## config.mk

```make
export PLATFORM = sky130hd
export DESIGN_NAME = uart_rx_flags
export DESIGN_NICKNAME = d
export VERILOG_FILES = /design/src/rtl/uart_rx_pkg.sv /design/src/rtl/rx_deframer.sv /design/src/rtl/rx_idle_det.sv /design/src/rtl/rx_flag_unit.sv /design/src/rtl/uart_rx_flags.sv
export SDC_FILE = /design/constraint.sdc
export NUM_CORES = 1
export LEC_CHECK = 0
export BUFFER_PORTS_ARGS = -buffer_cell sky130_fd_sc_hd__buf_2
export CORE_MARGIN = 5
export CORE_UTILIZATION = 55
export CTS_CLUSTER_DIAMETER = 30
export DETAILED_ROUTE_END_ITERATION = 10
export PLACE_DENSITY = 0.77
export SYNTH_ARGS = -nofsm -noshare
export SYNTH_HDL_FRONTEND = slang
export SYNTH_SLANG_ARGS = --single-unit
```

## constraint.sdc

```tcl
create_clock -name clk -period 4 [get_ports clk]
set_input_delay 0.8 -clock clk [delete_from_list [all_inputs] [get_ports clk]]
set_output_delay 0.8 -clock clk [all_outputs]
set_load 0.02 [all_outputs]
```

## src/rtl/uart_rx_pkg.sv

```systemverilog
// Shared types for the serial receiver: deframer states and the flag set.
package uart_rx_pkg;

    typedef enum logic [2:0] {
        RX_HUNT,
        RX_START,
        RX_DATA,
        RX_STOP,
        RX_BREAK
    } rx_state_e;

    typedef struct packed {
        logic ovr;
        logic idle;
        logic full;
    } rx_flags_t;

endpackage

```

## src/rtl/rx_deframer.sv

```systemverilog
// Character deframer.
// Hunts for a start edge, confirms it at mid-bit, samples 8 or 9 data bits
// LSB first at mid-bit, and checks the stop bit. A valid character raises
// frame_valid for one clock. A low stop bit sends the FSM to a wait state
// until the line returns high.
// Assumes: rxd is already synchronous to clk; tick comes OVERSAMPLE times per bit.
module rx_deframer
    import uart_rx_pkg::*;
#(
    parameter int OVERSAMPLE = 16
) (
    input  logic       clk,
    input  logic       rst_n,
    input  logic       tick,
    input  logic       rxd,
    input  logic       nine_bit,
    output logic       frame_valid,
    output logic [8:0] frame_data
);
    localparam int CW = $clog2(OVERSAMPLE);
    localparam logic [CW-1:0] MID_T  = CW'(OVERSAMPLE / 2 - 1);
    localparam logic [CW-1:0] LAST_T = CW'(OVERSAMPLE - 1);

    rx_state_e      state_q;
    logic [CW-1:0]  tcnt_q;
    logic [3:0]     bidx_q;
    logic [8:0]     shreg_q;
    logic           valid_q;
    logic [3:0]     last_idx;

    assign last_idx    = nine_bit ? 4'd8 : 4'd7;
    assign frame_valid = valid_q;
    assign frame_data  = shreg_q;

    // Deframing state machine, advanced on each oversampling tick.
    always_ff @(posedge clk) begin
        if (!rst_n) begin
            state_q <= RX_HUNT;
            tcnt_q  <= '0;
            bidx_q  <= '0;
            shreg_q <= '0;
            valid_q <= 1'b0;
        end else begin
            valid_q <= 1'b0;
            if (tick) begin
                case (state_q)
                    RX_HUNT: begin
                        if (!rxd) begin
                            state_q <= RX_START;
                            tcnt_q  <= '0;
                        end
                    end
                    RX_START: begin
                        if (tcnt_q == MID_T) begin
                            tcnt_q <= '0;
                            if (!rxd) begin
                                state_q <= RX_DATA;
                                bidx_q  <= '0;
                                shreg_q <= '0;
                            end else begin
                                state_q <= RX_HUNT;
                            end
                        end else begin
                            tcnt_q <= tcnt_q + 1'b1;
                        end
                    end
                    RX_DATA: begin
                        if (tcnt_q == LAST_T) begin
                            tcnt_q <= '0;
                            shreg_q[bidx_q] <= rxd;
                            if (bidx_q == last_idx) state_q <= RX_STOP;
                            else                    bidx_q  <= bidx_q + 1'b1;
                        end else begin
                            tcnt_q <= tcnt_q + 1'b1;
                        end
                    end
                    RX_STOP: begin
                        if (tcnt_q == LAST_T) begin
                            tcnt_q <= '0;
                            if (rxd) begin
                                valid_q <= 1'b1;
                                state_q <= RX_HUNT;
                            end else begin
                                state_q <= RX_BREAK;
                            end
                        end else begin
                            tcnt_q <= tcnt_q + 1'b1;
                        end
                    end
                    RX_BREAK: begin
                        if (rxd) state_q <= RX_HUNT;
                    end
                    default: state_q <= RX_HUNT;
                endcase
            end
        end
    end


    frame_ends_in_hunt_chk: assert property (@(posedge clk) disable iff (!rst_n)
        valid_q |-> state_q == RX_HUNT);


    bit_index_bound_chk: assert property (@(posedge clk) disable iff (!rst_n)
        state_q == RX_DATA |-> bidx_q <= 4'd8);

endmodule

```

## src/rtl/rx_idle_det.sv

```systemverilog
// Idle-line detector.
// Counts whole bit times of continuous high level. A low sample restarts
// both the bit-time prescaler and the count, so the count is measured from
// the last low sample. Fires one pulse when the mode's threshold is reached.
// The detector must be armed by a stored character, and firing disarms it.
// Assumes: rxd synchronous to clk; arm is a single-cycle pulse.
module rx_idle_det #(
    parameter int OVERSAMPLE  = 16,
    parameter int IDLE_BITS_8 = 10
) (
    input  logic clk,
    input  logic rst_n,
    input  logic tick,
    input  logic rxd,
    input  logic nine_bit,
    input  logic arm,
    output logic idle_hit
);
    localparam int PW      = $clog2(OVERSAMPLE);
    localparam int THR9    = IDLE_BITS_8 + 1;
    localparam int NW      = $clog2(THR9 + 1);
    localparam logic [PW-1:0] PRE_LAST = PW'(OVERSAMPLE - 1);

    logic [PW-1:0] pre_q;
    logic [NW-1:0] bits_q;
    logic [NW-1:0] thr;
    logic          armed_q;
    logic          hit_q;

    assign thr      = nine_bit ? NW'(THR9) : NW'(IDLE_BITS_8);
    assign idle_hit = hit_q;

    // Prescaler and high-bit-time counter, both restarted by a low sample.
    always_ff @(posedge clk) begin
        if (!rst_n) begin
            pre_q  <= '0;
            bits_q <= '0;
        end else if (tick) begin
            if (!rxd) begin
                pre_q  <= '0;
                bits_q <= '0;
            end else begin
                pre_q <= pre_q + 1'b1;
                if (pre_q == PRE_LAST && bits_q < thr) bits_q <= bits_q + 1'b1;
            end
        end
    end

    // Arming and the single idle pulse.
    always_ff @(posedge clk) begin
        if (!rst_n) begin
            armed_q <= 1'b0;
            hit_q   <= 1'b0;
        end else begin
            hit_q <= 1'b0;
            if (arm) begin
                armed_q <= 1'b1;
            end else if (armed_q && bits_q >= thr) begin
                armed_q <= 1'b0;
                hit_q   <= 1'b1;
            end
        end
    end

endmodule

```

## src/rtl/rx_flag_unit.sv

```systemverilog
// Receive data register and status flags.
// Stores valid characters unless data-full is still set, in which case it
// raises overrun and keeps the old data. A status read records which flags
// were set. A later low-byte data read clears exactly those flags.
// Assumes: frame_valid and idle_hit are single-cycle pulses.
module rx_flag_unit
    import uart_rx_pkg::*;
(
    input  logic       clk,
    input  logic       rst_n,
    input  logic       frame_valid,
    input  logic [8:0] frame_data,
    input  logic       idle_hit,
    input  logic       rd_status,
    input  logic       rd_data_lo,
    output rx_flags_t  flags,
    output logic [8:0] data_q,
    output logic       store_evt
);
    rx_flags_t  flags_q, armed_q, clr, flags_d;
    logic [8:0] data_r;

    assign flags  = flags_q;
    assign data_q = data_r;

    // Next flag values: armed clears first, then new set events.
    always_comb begin
        clr       = rd_data_lo ? armed_q : '0;
        flags_d   = flags_q & ~clr;
        store_evt = 1'b0;
        if (frame_valid) begin
            if (flags_d.full) flags_d.ovr = 1'b1;
            else begin
                flags_d.full = 1'b1;
                store_evt    = 1'b1;
            end
        end
        if (idle_hit) flags_d.idle = 1'b1;
    end

    // Flag, read-arm and data registers.
    always_ff @(posedge clk) begin
        if (!rst_n) begin
            flags_q <= '0;
            armed_q <= '0;
            data_r  <= '0;
        end else begin
            flags_q <= flags_d;
            if (rd_status)       armed_q <= flags_q;
            else if (rd_data_lo) armed_q <= '0;
            if (store_evt)       data_r  <= frame_data;
        end
    end


    store_sets_full_chk: assert property (@(posedge clk) disable iff (!rst_n)
        store_evt |=> flags_q.full && data_r == $past(frame_data));


    overrun_keeps_data_chk: assert property (@(posedge clk) disable iff (!rst_n)
        frame_valid && !store_evt |=> flags_q.ovr && $stable(data_r));


    full_clears_on_read_chk: assert property (@(posedge clk) disable iff (!rst_n)
        $fell(flags_q.full) |-> $past(rd_data_lo));


    ovr_clears_on_read_chk: assert property (@(posedge clk) disable iff (!rst_n)
        $fell(flags_q.ovr) |-> $past(rd_data_lo));

endmodule

```

## src/rtl/uart_rx_flags.sv

```systemverilog
// Serial receiver top: line synchronizer, deframer, idle detector and
// flag unit, plus the interrupt masks.
// Assumes: os_tick is a single-cycle pulse at 16x the bit rate; read strobes
// are single-cycle pulses.
module uart_rx_flags
    import uart_rx_pkg::*;
#(
    parameter int OVERSAMPLE  = 16,
    parameter int SYNC_STAGES = 2,
    parameter int IDLE_BITS_8 = 10
) (
    input  logic       clk,
    input  logic       rst_n,
    input  logic       os_tick,
    input  logic       rx_line,
    input  logic       nine_bit_mode,
    input  logic       rx_irq_en,
    input  logic       idle_irq_en,
    input  logic       rd_status,
    input  logic       rd_data_lo,
    output logic [2:0] status_flags,
    output logic [7:0] data_lo,
    output logic       data_hi,
    output logic       rx_irq,
    output logic       idle_irq
);
    logic [SYNC_STAGES-1:0] sync_q;
    logic       rxd_s;
    logic       frame_valid;
    logic [8:0] frame_data;
    logic       idle_hit;
    logic       store_evt;
    rx_flags_t  flags;
    logic [8:0] data_q;

    // Two-or-more-flop synchronizer for the asynchronous line, idle high.
    always_ff @(posedge clk) begin
        if (!rst_n) sync_q <= '1;
        else        sync_q <= {sync_q[SYNC_STAGES-2:0], rx_line};
    end
    assign rxd_s = sync_q[SYNC_STAGES-1];

    rx_deframer #(.OVERSAMPLE(OVERSAMPLE)) u_deframer (
        .clk         (clk),
        .rst_n       (rst_n),
        .tick        (os_tick),
        .rxd         (rxd_s),
        .nine_bit    (nine_bit_mode),
        .frame_valid (frame_valid),
        .frame_data  (frame_data)
    );

    rx_idle_det #(.OVERSAMPLE(OVERSAMPLE), .IDLE_BITS_8(IDLE_BITS_8)) u_idle (
        .clk      (clk),
        .rst_n    (rst_n),
        .tick     (os_tick),
        .rxd      (rxd_s),
        .nine_bit (nine_bit_mode),
        .arm      (store_evt),
        .idle_hit (idle_hit)
    );

    rx_flag_unit u_flags (
        .clk         (clk),
        .rst_n       (rst_n),
        .frame_valid (frame_valid),
        .frame_data  (frame_data),
        .idle_hit    (idle_hit),
        .rd_status   (rd_status),
        .rd_data_lo  (rd_data_lo),
        .flags       (flags),
        .data_q      (data_q),
        .store_evt   (store_evt)
    );

    assign status_flags = flags;
    assign data_lo      = data_q[7:0];
    assign data_hi      = data_q[8];
    assign rx_irq       = rx_irq_en && (flags.full || flags.ovr);
    assign idle_irq     = idle_irq_en && flags.idle;


    idle_needs_store_chk: assert property (@(posedge clk) disable iff (!rst_n)
        idle_hit |-> !store_evt);

endmodule

```

# Word level (Yosys, flattened, before mapping)
# Index checks and enable logic that the tools add are counted.
[word_totals] reg_bits=48 latchBits=0 ramBits=0 rom_bits=0 inputBits=9 out_inout_bits=14 wordCells=106 memories=0
[op_classes] add_sub_neg=4 multipliers=0 n_div=0 order_cmp=4 eq_ne=17 shifts=0 muxes=42 bitwise_logic=3 n_reduce_logical=19
[ops] operator="two-way mux 4 bit" count=10
[ops] operator="two-way mux 3 bit" count=10
[ops] operator="two-way mux 9 bit" count=3
[ops] operator="one-hot mux 9 bit (2 select lines)" count=1
[ops] operator="adder 4 x 1 -> 4 bit (second input constant)" count=4
[ops] operator="one-hot mux 3 bit (5 select lines)" count=1
[ops] operator="two-way mux 1 bit" count=12
[ops] operator="one-hot mux 4 bit (3 select lines)" count=1
[ops] operator="!= test 2 x 1 -> 1 bit (second input constant)" count=5
[ops] operator="bitwise mux 9 bit" count=1
[ops] operator="== test 4 bit (second input constant)" count=2
[ops] operator="!= test 2 bit (second input constant)" count=4
[ops] operator="one-hot mux 4 bit (2 select lines)" count=1
[ops] operator="AND reduction 7 bit" count=1
[ops] operator="== test 3 x 2 -> 1 bit (second input constant)" count=2
[ops] operator="AND reduction 6 bit" count=1
[ops] operator="nonzero test 2 bit" count=3
[ops] operator="logical AND 1 bit" count=5
[ops] operator="less-than comparator 4 x 5 -> 1 bit (second input constant)" count=1
[ops] operator="AND reduction 5 bit" count=1
[ops] operator="demux 1 bit (select 4 bit)" count=1
[ops] operator="== test 4 x 3 -> 1 bit (second input constant)" count=1
[ops] operator="== test 4 bit" count=1
[ops] operator="greater-or-equal comparator 4 x 1 -> 1 bit (second input constant)" count=1
[ops] operator="other kinds (15)" count=16

# Longest topological paths before layout
[depth] depth_word=7 mapped_depth=7 mapped_depth_nobuf=7

# Hierarchy
# A second synthesis with hierarchy kept.
[hier_totals] hier_cells=284 area_unflattened_um2=2427.3
[modules_own_cells] module="rx_deframer" instances=1 cells_each=153 area_each_um2=1219.9 seq_area_each_um2=420.4
[modules_own_cells] module="rx_flag_unit" instances=1 cells_each=65 area_each_um2=603.1 seq_area_each_um2=300.3
[modules_own_cells] module="rx_idle_det" instances=1 cells_each=60 area_each_um2=538.0 seq_area_each_um2=200.2
[modules_own_cells] module="uart_rx_flags" instances=1 cells_each=6 area_each_um2=66.3 seq_area_each_um2=40.0

# Worst setup path before layout
# No wires, ideal clock.
[synth_timing] path_kind="input to register" startpoint="input nine_bit_mode" endpoint="register u_idle.bits_q[2]" setup_ns=0.076 t_arrival_ns=1.865 required_ns=3.924 slack_ns=2.059 stages=6 n_path_buf=0 cell_sequence="ha_1 nor2b_1 o21ai_0 nand4_1 or4_1 a21boi_0"
[synth_between] elab_chain_cells=5
[synth_lines] element="from (decl)" line="uart_rx_flags.sv:16" text="input logic nine_bit_mode,"
[synth_lines] element="two-way mux 1 bit" line="rx_idle_det.sv:30" text="assign thr = nine_bit ? NW'(THR9) : NW'(IDLE_BITS_8);"
[synth_lines] element="less-than comparator 4 bit" line="rx_idle_det.sv:44" text="if (pre_q == PRE_LAST && bits_q < thr) bits_q <= bits_q + 1'b1;"
[synth_lines] element="logical AND 1 bit" line="rx_idle_det.sv:44"
[synth_lines] element="!= test 2 x 1 -> 1 bit (no line)"
[synth_lines] element="AND reduction 2 bit (no line)"
[synth_lines] element="to (signal assigned)" line="rx_idle_det.sv:44"
[synth_lines] element="to (decl)" line="rx_idle_det.sv:25" text="logic [NW-1:0] bits_q;"
# Every way passes these cells.
# A chain may end at the register's enable or synchronous reset.

# Final worst setup path
[layout_timing] startpoint="register u_deframer.state_q[1]" endpoint="register u_deframer.bidx_q[2]"
[layout_between] elab_chain_cells=3 word_cells_on_any_way=9 cone_classes="eq/ne (6); mux (1); reduce/logical (2)"
[layout_lines] element="from (decl)" line="rx_deframer.sv:24" text="rx_state_e state_q;"
[layout_lines] element="from (signal assigned)" line="rx_deframer.sv:38" text="state_q <= RX_HUNT;"
[layout_lines] element="from (signal assigned)" line="rx_deframer.sv:49" text="state_q <= RX_START;"
[layout_lines] element="from (signal assigned)" line="rx_deframer.sv:57" text="state_q <= RX_DATA;"
[layout_lines] element="== test 3 x 2 -> 1 bit / == test 3 x 1 -> 1 bit (equally long branches)" line="rx_deframer.sv:46" text="case (state_q)"
[layout_lines] element="!= test 2 bit (no line) (tied with other cells)"
[layout_lines] element="AND reduction 6 bit (no line)"
[layout_lines] element="to (signal assigned)" line="rx_deframer.sv:72" text="else bidx_q <= bidx_q + 1'b1;"
[layout_lines] element="to (decl)" line="rx_deframer.sv:26" text="logic [3:0] bidx_q;"
# Parallel ways exist; a longest one is shown, timed or not.

==> Implementation_results.wiki <==
{| class="wikitable"
! Metric !! Value
|-
| Outcome || finished clean
|-
| TritonCTS clock tree || done
|-
| Worst setup SP type || register
|-
| Count of antenna diodes in the layout || 0
|-
| Slew at the pin closest to its max-slew limit || 802 ps
|-
| Pwr dens || 339 nW/um^2
|-
| Clock tree skew after final layout || 2.82 ps
|-
| Setup Crit Path Kind || register to register
|-
| Worst hold-check path type || register to register
|-
| Synthesized netlist net count || 290
|-
| Arrival time of the worst setup path || 2300 ps
|-
| Via count || 1908
|-
| Total of warnings raised by yosys || 0
|-
| Clock network latency to the later pin of the worst-skew pair || 300 ps
|-
| M2 GR Usage || 28.3%
|-
| Setup_tns || 0 ps
|-
| Shortest period the worst path allows || 2060 ps
|-
| Crit path required time || 4240 ps
|-
| Top Ports || 23
|-
| Die Ht || 75.1 um
|-
| Most common cell after layout, fill and taps aside || dfxtp_1
|-
| Gr ovfl total || 0
|-
| Leading cell types in the layout, fill and taps excluded || dfxtp_1, nand2_1, nor2b_1, buf_2, a21oi_1
|-
| Die area || 5640 um^2
|-
| Maximum capacitance violations || 0
|-
| Final-stage net count || 305
|-
| Number of nets still failing antenna checks after routing || 0
|-
| Proportion of synthesized flip-flops having asynchronous set or reset || 0%
|-
| Clock root buffer master || clkbuf_8
|-
| Share of the cycle needed by the critical path after routing || 51.5%
|-
| Width of the chip || 75.1 um
|-
| Total global routing track utilization || 17.3%
|-
| Number of antenna violations at the first check in global routing || 0
|-
| Leak || 1.04 nW
|-
| Hold bufs inserted after CTS || 0
|-
| Count of H-tree levels built during CTS || 2
|-
| Drt wl/cell || 13.1 um
|-
| Number of fill cells in the layout || 360
|-
| Number of different library cells in the post-synthesis netlist || 45
|-
| Worst Setup End Kind || register
|-
| Syn Area/Cell || 8.54 um^2
|-
| Final hold violation count || 0
|-
| Vias in the first global route || 1720
|-
| Max Clk Rate || 485 MHz
|-
| Cell Area, Synth || 2330 um^2
|-
| Final number of max-transition violations || 0
|-
| Standard-cell row count || 23
|-
| Routing usage on met3 || 4.41%
|-
| Slew margin rel. || 46.5%
|-
| Num CTS Buffers || 5
|-
| Largest fanout of any net on the critical path || 12
|-
| Count of flip-flops with a built-in enable after synthesis || 0
|-
| Initial drt markers || 84
|-
| Number of remaining DRC errors || 0
|-
| Port buffer count || 22
|-
| Maximum resistive drop on vdd || 0.242 mV
|-
| Synthesized flop and latch total || 48
|-
| Via density per instance || 5.63
|-
| TritonCTS sink count || 48
|-
| Unrepaired setup endpoints after global routing || false
|-
| Met1 Use GR || 21.4%
|-
| Final GP Congestion || 0.781
|-
| Number of gates given a new drive strength after cts || 0
|-
| Number of buffers inserted to repair setup after CTS || 0
|-
| Worst-case clock buffer depth || 2
|-
| Busiest layer in global routing || met2
|-
| Gate count after technology mapping || 273
|-
| Synthesis-to-layout area growth || 9.33%
|-
| First-pass GRT wire length || 7540 um
|-
| Primary flip-flop cell chosen by synthesis mapping || dfxtp_1
|-
| Dpl hpwl || 3070 um
|-
| Sequential cell area fraction in the yosys report || 41.2%
|-
| Area of the core region || 4060 um^2
|-
| Pin count of the biggest net entering global routing || 58
|-
| Final wirelength || 4430 um
|-
| Worst-case setup margin in the final layout || 1940 ps
|-
| First drt pass iteration count || 4
|-
| Share of layout cells above drive strength 1 || 12.1%
|-
| Setup slack at placement || 1720 ps
|-
| Final setup viols || 0
|-
| Clock transition at path regs || 80 ps
|-
| Starting utilization of the core area || 57.5%
|}
[worst max-delay path, cell delays in order, from the launching register on]
cell      delay (ps)
dfxtp_1          530
or3b_4           500
a41oi_2          230
o211ai_2         160
or4_1            430
a21boi_1         150
[layer usage]
metal / vias up / share of wire, %
li1: 987 / -
met1: 872 / 47
met2: 38 / 45
met3: 11 / 5.0
met4: 0 / 2.1
met5: - / 0
[cell families after synthesis]
family | count (synthesis) | synth area share (%)
DFF | 48 | 41.2
buffers and inverters | 24 | 4.45
and+or+nand+nor | 116 | 26.4
muxes | 11 | 4.72
adders and majority gates | 8 | 4.29
AOI/OAI and AO/OA | 64 | 18.1
xor gates and xnor gates | 2 | 0.751
[flip-flops by register name, summed over array words and instances, names as in the netlist]
| name | flops |
|---|---|
| u_deframer.frame_data | 9 |
| u_flags.data_q | 9 |
| u_deframer.bidx_q | 4 |
| u_deframer.tcnt_q | 4 |
| u_idle.bits_q | 4 |
| u_idle.pre_q | 4 |
| u_deframer.state_q | 3 |
| u_flags.armed_q | 3 |
| u_flags.flags | 3 |
| sync_q | 2 |
| u_deframer.frame_valid | 1 |
| u_idle.armed_q | 1 |
| u_idle.idle_hit | 1 |
[path summary, 6_finish.rpt]
check                              from                    to  slack, ps  depth (start not counted)
hold reg to reg               sync_q[0]             sync_q[1]        420                          1
hold / removal                sync_q[0]             sync_q[1]        420                          1
setup reg to reg  u_deframer.state_q[1]  u_deframer.bidx_q[2]       1940                          5
setup / recovery  u_deframer.state_q[1]  u_deframer.bidx_q[2]       1940                          5
[cell usage after synthesis, types with 4 or more instances]
library cell / count / area, um^2
nand3_1: 11 / 55.1
nor3b_1: 5 / 37.5
a21boi_0: 7 / 52.6
dfxtp_1: 48 / 961
nor2b_1: 22 / 138
nand2b_1: 5 / 31.3
nand4_1: 4 / 25.0
mux2i_1: 11 / 110
a22oi_1: 4 / 30.0
a21oi_1: 16 / 80.1
ha_1: 8 / 100
nor2_1: 11 / 41.3
o21ai_0: 12 / 60.1
nor3_1: 4 / 20.0
inv_1: 10 / 37.5
o211ai_1: 9 / 67.6
clkbuf_1: 9 / 33.8
nand2_1: 36 / 135
[where the power goes]
part           switching [mW]  total, mW  internal, mW  leakage (nW)
Sequential            0.00425      0.485         0.480         0.387
Combinational          0.0216     0.0359        0.0143         0.602
Clock                   0.159      0.344         0.185        0.0541
Total                   0.185      0.865         0.680          1.04
[final cells by class]
type                    instances  area [um^2]  share of cell area, %
flip-flops and latches         48          961                   37.7
well taps                      50         62.6                   2.45
multi-input cells             201         1270                   49.7
clock buffers                   5         68.8                   2.70
repair buffers                 22          110                   4.32
clock inverters                 3         42.5                   1.67
inverters                      10         37.5                   1.47
[per-stage QoR]
step / hold slack, ps / cells / total power [mW] / utilization [%] / area, um^2
finish: 415 / 339 / 0.865 / 62.8 / 2550
global route: 433 / 339 / 0.899 / 62.8 / 2550
CTS: 419 / 339 / 0.877 / 62.8 / 2550
detailed placement: 398 / 331 / 0.532 / 60.1 / 2440
global placement: 394 / 331 / 0.531 / 60.1 / 2440
floorplan: 386 / 273 / 0.522 / - / 2330
(Power assumes the default switching activity.)
